File: src/rtl/gpio_ctrl_pkg.sv
package gpio_ctrl_pkg;

    // bank-relative register offsets
    localparam int unsigned OFF_LVL  = 32'h00;
    localparam int unsigned OFF_DIR  = 32'h0C;
    localparam int unsigned OFF_SET  = 32'h18;
    localparam int unsigned OFF_CLR  = 32'h24;
    localparam int unsigned OFF_RISE = 32'h30;
    localparam int unsigned OFF_FALL = 32'h3C;
    localparam int unsigned OFF_STAT = 32'h48;
    localparam int unsigned OFF_MASK = 32'h9C;

    localparam int unsigned LOW_BANKS  = 3;
    localparam int unsigned HIGH_START = 32'h100;

    function automatic int unsigned bank_base(int unsigned n);
        return (n < LOW_BANKS) ? n * 4 : HIGH_START + (n - LOW_BANKS) * 4;
    endfunction

    typedef struct packed {
        logic [31:0] out;
        logic [31:0] dir;
        logic [31:0] rise;
        logic [31:0] fall;
        logic [31:0] stat;
        logic [31:0] mask;
        logic [31:0] prev;
    } bank_st_t;

    typedef struct packed {
        logic [31:0] rdata;
        logic        irq;
    } top_st_t;

endpackage

File: src/rtl/gpio_sync.sv
module gpio_sync #(
    parameter int W = 8
) (
    input  logic         clk,
    input  logic         rst_n,
    input  logic [W-1:0] async_i,
    output logic [W-1:0] sync_o
);
    typedef struct packed {
        logic [W-1:0] s1;
        logic [W-1:0] s2;
    } sync_st_t;

    sync_st_t st_d, st_q;

    always_comb begin
        st_d    = st_q;
        st_d.s1 = async_i;
        st_d.s2 = st_q.s1;
    end

    always_ff @(posedge clk or negedge rst_n) begin
        if (!rst_n) st_q <= '0;
        else        st_q <= st_d;
    end

    assign sync_o = st_q.s2;
endmodule

File: src/rtl/gpio_bank.sv
module gpio_bank
    import gpio_ctrl_pkg::*;
#(
    parameter int          ADDR_W = 12,
    parameter int          NPIN   = 32,
    parameter int unsigned BASE   = 0,
    parameter logic [31:0] INV    = '0
) (
    input  logic              clk,
    input  logic              rst_n,
    input  logic [ADDR_W-1:0] addr,
    input  logic              we,
    input  logic [31:0]       wdata,
    input  logic [31:0]       lvl_i,
    output logic [NPIN-1:0]   out_o,
    output logic [NPIN-1:0]   oe_o,
    output logic [31:0]       rdata_o,
    output logic              pend_o
);
    localparam logic [31:0] VALID = 32'((33'd1 << NPIN) - 33'd1);
    localparam logic [31:0] INV_V = INV & VALID;

    logic h_lvl, h_dir, h_set, h_clr, h_rise, h_fall, h_stat, h_mask;
    assign h_lvl  = (addr == ADDR_W'(BASE + OFF_LVL));
    assign h_dir  = (addr == ADDR_W'(BASE + OFF_DIR));
    assign h_set  = (addr == ADDR_W'(BASE + OFF_SET));
    assign h_clr  = (addr == ADDR_W'(BASE + OFF_CLR));
    assign h_rise = (addr == ADDR_W'(BASE + OFF_RISE));
    assign h_fall = (addr == ADDR_W'(BASE + OFF_FALL));
    assign h_stat = (addr == ADDR_W'(BASE + OFF_STAT));
    assign h_mask = (addr == ADDR_W'(BASE + OFF_MASK));

    bank_st_t    st_d, st_q;
    logic [31:0] wv, lvl_v, evt, w1c;

    always_comb begin
        wv    = wdata & VALID;
        lvl_v = lvl_i & VALID;
        evt   = ((lvl_v & ~st_q.prev & st_q.rise) |
                 (~lvl_v & st_q.prev & st_q.fall)) & VALID;
        w1c   = (we && h_stat) ? wv : '0;

        st_d      = st_q;
        st_d.prev = lvl_v;
        if (we) begin
            if (h_dir)  st_d.dir  = wv;
            if (h_set)  st_d.out  = st_q.out | wv;
            if (h_clr)  st_d.out  = st_q.out & ~wv;
            if (h_rise) st_d.rise = wv;
            if (h_fall) st_d.fall = wv;
            if (h_mask) st_d.mask = wv;
        end
        // a fresh event outranks a simultaneous clear
        st_d.stat = (st_q.stat & ~w1c) | evt;
    end

    always_ff @(posedge clk or negedge rst_n) begin
        if (!rst_n) begin
            st_q      <= '0;
            st_q.dir  <= INV_V;
        end else begin
            st_q <= st_d;
        end
    end

    always_comb begin
        rdata_o = '0;
        if (h_lvl)  rdata_o = lvl_v;
        if (h_dir)  rdata_o = st_q.dir;
        if (h_rise) rdata_o = st_q.rise;
        if (h_fall) rdata_o = st_q.fall;
        if (h_stat) rdata_o = st_q.stat;
        if (h_mask) rdata_o = st_q.mask;
    end

    logic [31:0] oe_full;
    assign oe_full = (st_q.dir ^ INV_V) & VALID;
    assign out_o   = st_q.out[NPIN-1:0];
    assign oe_o    = oe_full[NPIN-1:0];
    assign pend_o  = |(st_q.stat & st_q.mask);
endmodule

File: src/rtl/gpio_ctrl.sv
module gpio_ctrl
    import gpio_ctrl_pkg::*;
#(
    parameter int                  ADDR_W   = 12,
    parameter int                  NUM_PINS = 112,
    parameter logic [NUM_PINS-1:0] DIR_INV  = NUM_PINS'(64'h0000_0F00_0000_0000)
) (
    input  logic                clk,
    input  logic                rst_n,
    input  logic [ADDR_W-1:0]   bus_addr,
    input  logic                bus_we,
    input  logic [31:0]         bus_wdata,
    output logic [31:0]         bus_rdata,
    input  logic [NUM_PINS-1:0] pin_in,
    output logic [NUM_PINS-1:0] pin_out,
    output logic [NUM_PINS-1:0] pin_oe,
    output logic                irq_o
);
    localparam int NBANK = (NUM_PINS + 31) / 32;

    logic [NUM_PINS-1:0] lvl_sync;
    logic [31:0]         bank_rd   [NBANK];
    logic [NBANK-1:0]    bank_pend;

    gpio_sync #(.W(NUM_PINS)) u_sync (
        .clk     (clk),
        .rst_n   (rst_n),
        .async_i (pin_in),
        .sync_o  (lvl_sync)
    );

    for (genvar b = 0; b < NBANK; b++) begin : g_bank
        localparam int          NP   = (b == NBANK - 1) ? NUM_PINS - 32 * b : 32;
        localparam logic [31:0] BINV = 32'(DIR_INV >> (32 * b));

        logic [31:0] lvl_b;
        assign lvl_b = 32'(lvl_sync[32*b +: NP]);

        gpio_bank #(
            .ADDR_W (ADDR_W),
            .NPIN   (NP),
            .BASE   (bank_base(b)),
            .INV    (BINV)
        ) u_bank (
            .clk     (clk),
            .rst_n   (rst_n),
            .addr    (bus_addr),
            .we      (bus_we),
            .wdata   (bus_wdata),
            .lvl_i   (lvl_b),
            .out_o   (pin_out[32*b +: NP]),
            .oe_o    (pin_oe[32*b +: NP]),
            .rdata_o (bank_rd[b]),
            .pend_o  (bank_pend[b])
        );
    end

    top_st_t st_d, st_q;

    always_comb begin
        st_d       = st_q;
        st_d.rdata = '0;
        for (int b = 0; b < NBANK; b++) st_d.rdata = st_d.rdata | bank_rd[b];
        st_d.irq   = |bank_pend;
    end

    always_ff @(posedge clk or negedge rst_n) begin
        if (!rst_n) st_q <= '0;
        else        st_q <= st_d;
    end

    assign bus_rdata = st_q.rdata;
    assign irq_o     = st_q.irq;
endmodule

File: config.mk
export PLATFORM = sky130hd
export DESIGN_NAME = gpio_ctrl
export DESIGN_NICKNAME = d
export VERILOG_FILES = /design/src/rtl/gpio_ctrl_pkg.sv /design/src/rtl/gpio_sync.sv /design/src/rtl/gpio_bank.sv /design/src/rtl/gpio_ctrl.sv
export SDC_FILE = /design/constraint.sdc
export NUM_CORES = 1
export LEC_CHECK = 0
export BUFFER_PORTS_ARGS = -buffer_cell sky130_fd_sc_hd__buf_4
export CORE_MARGIN = 5
export CORE_UTILIZATION = 35
export CTS_BUF_LIST = sky130_fd_sc_hd__clkbuf_2 sky130_fd_sc_hd__clkbuf_4 sky130_fd_sc_hd__clkbuf_8
export DETAILED_ROUTE_END_ITERATION = 10
export PLACE_DENSITY_LB_ADDON = 0.05
export SETUP_SLACK_MARGIN = 0.05
export SYNTH_ARGS = -nofsm -noshare
export SYNTH_HDL_FRONTEND = slang
export SYNTH_HIERARCHICAL = 1
export SYNTH_SLANG_ARGS = --single-unit
File: constraint.sdc
create_clock -name clk -period 2.4 [get_ports clk]
set_input_delay 0 -clock clk [delete_from_list [all_inputs] [get_ports clk]]
set_output_delay 0 -clock clk [all_outputs]
set_load 0.01 [all_outputs]
**Yosys cells after proc, flatten, opt, wreduce, memory -nomap -nowiden**

Index checks and enable logic that the tools add are counted.

- Output and inout port bits: 257
- Bits in registers: 1,073
- Word-level logic and storage cells: 187
- Bits of input ports: 159

- Multiplexer cells: 36
- Reduce and logical (&&, ||, !) cells: 30
- Equal/unequal tests: 31
- Bitwise operators: 58

Operators with widths:

| cell | number |
|---|---|
| two-way mux 32 bit | 31 |
| bitwise AND 32 bit | 23 |
| OR 32 bit | 12 |
| NOT 32 bit | 11 |
| OR reduction 128 bit | 1 |
| == test 12 x 6 -> 1 bit (second input constant) | 8 |
| == test 12 x 9 -> 1 bit (second input constant) | 8 |
| two-way mux 16 bit | 5 |
| bitwise AND 16 bit | 4 |
| OR 32 x 16 -> 32 bit | 2 |
| == test 12 x 7 -> 1 bit (second input constant) | 5 |
| == test 12 x 5 -> 1 bit (second input constant) | 4 |
| AND reduction 2 bit | 20 |
| == test 12 x 8 -> 1 bit (second input constant) | 3 |
| bitwise AND 32 x 16 -> 32 bit | 1 |
| NOT 16 bit | 2 |
| NOT 16 -> 32 bit | 1 |
| == test 12 x 4 -> 1 bit (second input constant) | 2 |
| OR 16 bit | 1 |
| == test 12 x 3 -> 1 bit (second input constant) | 1 |
| logical NOT 12 bit | 1 |
| nonzero test 2 bit | 4 |
| logical AND 1 bit | 4 |
| NOT 4 bit | 1 |

**Longest topological paths before layout**

Gate-level depths: netlist of the first run.

- Word-level depth: 10
- Gate-level depth with buffers: 9

**By module**

Netlist of the first run, hierarchy kept.

By module, submodules not included:

| module | cells an instance | times used | area each (um^2) |
|---|---|---|---|
| gpio_bank at g_bank[0].u_bank | 998 | 1 | 11,426.0 |
| gpio_bank at g_bank[1].u_bank | 1,016 | 1 | 11,068.1 |
| gpio_bank at g_bank[2].u_bank | 973 | 1 | 10,865.4 |
| gpio_bank at g_bank[3].u_bank | 525 | 1 | 5,795.6 |
| gpio_sync | 224 | 1 | 5,605.4 |
| gpio_ctrl | 67 | 1 | 1,077.3 |

**Worst setup path before layout of the first run**

OpenSTA, ideal clock, no wires.

- Kind: input to register
- Start: input bus_addr[7]
- End: register st_q, in the netlist bus_rdata[6]
- Data arrival time: 1,998 ps
- Slack: 263 ps
- Stages on the path: 9
- Data required time: 2,261 ps
- Path buffers: 3
- Cells stage by stage: clkbuf_1 > or4b_4 > or2_1 > buf_2 > buf_2 > nor2_1 > nor3_1 > o22a_1 > or4_1

RTL lines:

| item | RTL line | source |
|---|---|---|
| from (decl) | gpio_ctrl.sv:10 | `input logic [ADDR_W-1:0] bus_addr,` |
| to (signal assigned) | gpio_ctrl.sv:69 | `else st_q <= st_d;` |
| to (decl) | gpio_ctrl.sv:58 | `top_st_t st_d, st_q;` |

==> results.md, run 1 <==
- GR Overflow Total: 0
- Clock share of power: 0.476
- Synth Warn #: 6
- Initial antenna violation count: 23
- TritonCTS Sinks: 1,041
- Fillcell total: 12,200
- Initial DRC Count: 2,816
- Port-buffer cells: 415
- RR Startpoint: u_sync/sync_o[93]
- Remaining routing DRC violations: 0
- Total Power: 39.9 mW
- Most common cell after layout, fill and taps aside: dfrtp_1
- Final setup fails: 0
- Placed Instance Area: 52,100 µm²
- Reg area: 26,100 µm²
- Clock latency on the worst-skew pair: 0.94 ns
- Clock buffer count from CTS: 188
- Crit path to: bus_rdata[13]
- Path type of the worst setup path: in -> reg
- Count of pins over their slew limit: 0
- CP startpoint kind: input port
- P&R area growth vs syn: 29.9%
- Final hold violation count: 0
- Initial Utilization: 0.353
- Chip height: 372 µm
- Reg2reg path depth: 7
- WL/cell: 29.3 µm
- Vias in the first global route: 36,100
- Internal power: 30.0 mW
- Crit path arrival time: 3.22 ns
- DRT Pass-1 Iters: 6
- RSZ-0062 raised after global routing: false
- Fin crit period: 2.36 ns
- Crit. End Element: register
- Reg-to-reg critical path endpoint: bus_rdata[29]
- P_sw: 9.93 mW
- Max_slew headroom: 0.240
- Vias per std cell: 5.44
- GRT Total Usage: 0.273
- Syn Std Cell Area: 45,800 µm²
- Dpl cells: 5,875
- Max_cap viols: 0
- Largest net degree at the start of global routing: 102
- Mean Syn Cell Area: 12.1 µm²
- Most frequent cells in the layout: 1,037 x dfrtp_1, 691 x buf_4, 430 x mux2_2, 383 x nand2_1, 295 x dlygate4sd3_1
- HPWL Detailed: 132,000 µm
- CP startpoint: bus_addr[4]
- Pwr per Cell Area: 670 nW/µm²
- Combinational Power Share: 0.063
- RePlAce Congestion: 0.888
- Hold WS: 0.0361 ns
- Core Util, Final: 0.459
- Reg power frac: 0.461
- Class of the worst hold path: in -> reg
- Final Cycle Share: 0.983
- CP required: 3.27 ns
- CTS tree: built
- Final Skew: 0.0418 ns
- I/O pin count: 416
- First-pass GRT wire length: 272,000 µm
- CTS root buffer: clkbuf_8
- Cell area after layout: 59,500 µm²
- Max Freq: 424 MHz
- Status: completed
- Clk slew on worst S/H paths: 0.06 ns
- Die width: 372 µm
- Final cell count without fillers: 6,533
- Cells after Synth: 3,802
- Area taken by multi-input logic gates: 16,800 µm²
- Net Sw Frac: 0.249
- P_leak: 28.4 nW
- Rows: 132
- Worst R2R Setup Slack: 0.10 ns
- CP Max Fanout: 20
- CORE AREA: 130,000 µm²
- Deepest clock path buffer count: 3
- H-Tree Depth: 4
- Via count: 35,600
- Share of cells above drive strength 1: 0.346
- Worst-Margin Slew: 1.13 ns
- Die area: 138,000 µm²
- DRT antenna net count: 0
- Final wirelength: 191,000 µm
- Peak VDD IR: 519 µV
- Final net count: 4,782
[worst min path at each step]
stage	from	endpoint	slack (ns)	cells past startpoint
after floorplan	rst_n	bus_rdata[0]	-0.30	0
after global placement	rst_n	u_sync/sync_o[84]	-0.03	1
after detailed placement	rst_n	u_sync/st_d[84]	-0.03	1
after CTS	bus_wdata[12]	register	0.003	4
after global routing	bus_addr[9]	bus_rdata[1]	0.05	9
final	bus_addr[9]	bus_rdata[1]	0.04	9
[area by class of cell]
type / count / area share
clock inverter: 40 / 0.00742
antenna: 12 / 0.000504
timing repair buffer: 1079 / 0.168
tap: 1742 / 0.0366
clock buffer: 306 / 0.0654
sequential: 1041 / 0.438
inverter: 38 / 0.00240
multi-input combinational: 2275 / 0.282
[through the flow]
stage / setup WS [ns] / TNS, ns
floorplan: 0.263 / 0
global placement: -0.241 / -0.865
detailed placement: -0.251 / -1.31
CTS: 0.0627 / 0
global route: 0.0527 / 0
finish: 0.0408 / 0
[worst max-delay path: stages]
cell and delay (ns):
dlygate4sd3_1 0.54, buf_4 0.23, buf_4 0.20, or4b_1 0.56, or2_4 0.31, nor2_4 0.11
buf_12 0.16, a32oi_1 0.09, a22oi_1 0.77, or4_1 0.21
[repair_timing]
action,4_1_cts,5_1_grt
hold buffers,299,0
pin swaps,0,3
hold endpoints to repair,1832,0
buffers inserted,0,3
gates resized for setup,1,8
cloned,0,0
setup endpoints to repair,1,16
[per-layer routing]
| layer | track usage | part of all wire |
|---|---|---|
| met4 | 0.0888 | 0.032 |
| met2 | 0.424 | 0.45 |
| met5 | 0 | 0 |
| met3 | 0.0524 | 0.062 |
| met1 | 0.387 | 0.45 |
[power groups by stage]
stage	Sequential, mW	Clock [mW]	Combinational [mW]
floorplan	18.5	0	0.575
global placement	18.7	0	2.13
detailed placement	18.7	0	2.12
CTS	18.4	19.5	2.53
global route	18.4	20.2	2.69
finish	18.4	19.0	2.52
Note: power is estimated with default switching activity, not from simulation.
==> run 2, diff against run 1 <==
--- a/config.mk
+++ b/config.mk
@@ -7,7 +7,7 @@
 export LEC_CHECK = 0
 export BUFFER_PORTS_ARGS = -buffer_cell sky130_fd_sc_hd__buf_4
 export CORE_MARGIN = 5
-export CORE_UTILIZATION = 35
+export CORE_UTILIZATION = 30
 export CTS_BUF_LIST = sky130_fd_sc_hd__clkbuf_2 sky130_fd_sc_hd__clkbuf_4 sky130_fd_sc_hd__clkbuf_8
 export DETAILED_ROUTE_END_ITERATION = 10
 export PLACE_DENSITY_LB_ADDON = 0.05
==> constraint.sdc (replaced) <==
create_clock -name clk -period 2.4 [get_ports clk]
set_input_delay 0.48 -clock clk [delete_from_list [all_inputs] [get_ports clk]]
set_output_delay 0.48 -clock clk [all_outputs]
set_load 0.01 [all_outputs]
==> results.md, run 2 (same netlist as run 1, synthesis figures left out) <==
- Setup TNS: 0 ns (unchanged)
- GRT Total Usage: 0.247 (was 0.273)
- Count of pins over their slew limit: 0 (unchanged)
- Initial Utilization: 0.302 (was 0.353)
- Largest net degree at the start of global routing: 114 (was 102)
- Crit. End Element: register (unchanged)
- Clock latency on the worst-skew pair: 0.94 ns (about the same)
- Remaining routing DRC violations: 0 (unchanged)
- Clk slew on worst S/H paths: 0.06 ns (about the same)
- Combinational Power Share: 0.062 (was 0.063)
- Net Sw Frac: 0.254 (was 0.249)
- RePlAce Congestion: 0.867 (was 0.888)
- First-pass GRT wire length: 287,000 µm (was 272,000 µm)
- Die width: 401 µm (was 372 µm)
- Initial antenna violation count: 29 (was 23)
- CTS tree: built (unchanged)
- Most common cell after layout, fill and taps aside: dfrtp_1 (unchanged)
- Final hold violation count: 0 (unchanged)
- Worst Slack Setup Final: 0.146 ns (was 0.0408 ns)
- Final cell count without fillers: 6,790 (was 6,533)
- Reg2reg path depth: 5 (was 7)
- Max_cap viols: 0 (unchanged)
- P_leak: 28.4 nW (about the same)
- Die area: 161,000 µm² (was 138,000 µm²)
- I/O pin count: 416 (unchanged)
- H-Tree Depth: 4 (unchanged)
- Internal power: 29.6 mW (was 30.0 mW)
- Fillcell total: 14,800 (was 12,200)
- RR Startpoint: g_bank[0].u_bank/st_q[36] (was u_sync/sync_o[93])
- Final Skew: 0.0637 ns (was 0.0418 ns)
- Max_slew headroom: 0.325 (was 0.240)
- CP required: 3.18 ns (was 3.27 ns)
- Final Cycle Share: 0.939 (was 0.983)
- Share of cells above drive strength 1: 0.376 (was 0.346)
- Final setup fails: 0 (unchanged)
- CORE AREA: 152,000 µm² (was 130,000 µm²)
- Setup Fix Bufs, Post-CTS: 0 (unchanged)
- GR Overflow Total: 0 (unchanged)
- Hold WS: 0.127 ns (was 0.0361 ns)
- TritonCTS Sinks: 1,041 (unchanged)
- Worst R2R Setup Slack: 0.15 ns (was 0.10 ns)
- Worst-Margin Slew: 1.00 ns (was 1.13 ns)
- Initial DRC Count: 2,605 (was 2,816)
- Reg area: 26,100 µm² (about the same)
- HPWL Detailed: 150,000 µm (was 132,000 µm)
- Core Util, Final: 0.393 (was 0.459)
- Final net count: 4,755 (was 4,782)
- Fin crit period: 2.25 ns (was 2.36 ns)
- Crit path arrival time: 3.04 ns (was 3.22 ns)
- Peak VDD IR: 500 µV (was 519 µV)
- CP startpoint kind: register (was input port)
- Dpl cells: 6,291 (was 5,875)
- Area taken by multi-input logic gates: 16,800 µm² (about the same)
- Hold wc startpoint: bus_wdata[16] (was bus_addr[9])
- WL/cell: 29.8 µm (was 29.3 µm)
- Worst slack, placed: -0.861 ns (was -0.251 ns)
- Final wirelength: 202,000 µm (was 191,000 µm)
- Status: completed (unchanged)
- P&R area growth vs syn: 30.1% (was 29.9%)
- Rows: 143 (was 132)
- DRT antenna net count: 0 (unchanged)
- Reg power frac: 0.463 (was 0.461)
- Port-buffer cells: 415 (unchanged)
- CP Max Fanout: 3 (was 20)
- Deepest clock path buffer count: 3 (unchanged)
- Via count: 35,100 (was 35,600)
- Vias per std cell: 5.17 (was 5.44)
- P_sw: 10.1 mW (was 9.93 mW)
- Max Freq: 444 MHz (was 424 MHz)
- Clock share of power: 0.475 (was 0.476)
- Pwr per Cell Area: 666 nW/µm² (was 670 nW/µm²)
- Class of the worst hold path: in -> reg (unchanged)
- DRT Pass-1 Iters: 5 (was 6)
- Path type of the worst setup path: reg -> reg (was in -> reg)
- Clock buffer count from CTS: 192 (was 188)
- CTS root buffer: clkbuf_8 (unchanged)
- Reg-to-reg critical path endpoint: irq_o (was bus_rdata[29])
- Most frequent cells in the layout: 1,036 x dfrtp_1, 787 x buf_4, 430 x mux2_2, 383 x nand2_1, 256 x clkbuf_8 (was 1,037 x dfrtp_1, 691 x buf_4, 430 x mux2_2, 383 x nand2_1, 295 x dlygate4sd3_1)
- Chip height: 401 µm (was 372 µm)
- RSZ-0062 raised after global routing: false (unchanged)
- Worst hold stages: 3 (was 9)
- Vias in the first global route: 36,100 (about the same)
-- run 2: area by class of cell --
| class | instances | share of cell area |
|---|---|---|
| diodes | 13 | 0.000545 |
| multi-input cells | 2275 | 0.283 |
| flip-flops and latches | 1041 | 0.437 |
| repair buffers | 1048 | 0.163 |
| clock inverters | 33 | 0.00594 |
| clock buffers | 312 | 0.0661 |
| inverters | 38 | 0.00239 |
| well taps | 2030 | 0.0426 |
-- run 2: power groups by stage --
stage	Clock, mW	Combinational (mW)	Sequential [mW]
final	18.9	2.46	18.4
after global routing	20.3	2.64	18.5
after CTS	19.5	2.50	18.4
after detailed placement	0	2.30	18.7
after global placement	0	2.30	18.7
after floorplan	0	0.587	18.5
-- run 2: metal layers --
metal	vias to the layer above	GRT usage	wire length (µm)
met2	1055	0.390	92200
met5	-	0	66
met1	18300	0.356	95400
li1	15500	-	-
met4	10	0.0537	4240
met3	242	0.0424	10400
-- run 2: through the flow --
step | power, mW | area (µm²)
2_1_floorplan | 19.1 | 46000
4_1_cts | 40.4 | 59600
3_5_place_dp | 21.0 | 53900
3_3_place_gp | 21.0 | 53900
5_1_grt | 41.4 | 59600
6_report | 39.7 | 59600
-- run 2: how the worst max path moves through the flow --
stage / start / to / slack (ns) / depth (start not counted)
after global routing: g_bank[0].u_bank/st_q[36] / irq_o / 0.05 / 5
after detailed placement: bus_addr[6] / bus_rdata[25] / -0.86 / 10
after floorplan: bus_addr[2] / bus_rdata[6] / -0.08 / 9
after CTS: u_sync/sync_o[93] / bus_rdata[29] / 0.06 / 7
final: g_bank[0].u_bank/st_q[36] / irq_o / 0.15 / 5
after global placement: bus_addr[6] / bus_rdata[25] / -0.85 / 10
-- run 2: repair_timing --
action	in CTS	in global routing
hold buffers	141	0
endpoints found under the setup margin	1	2
hold endpoints to repair	1037	0
resized for setup	2	3
-- run 2: worst max-delay path, cell delays in order, from the launching register on --
cell     delay, ns
dfrtp_1       0.49
a22oi_1       0.20
nand4_1       0.16
or4_1         0.55
buf_4         0.19
or4_1         0.53
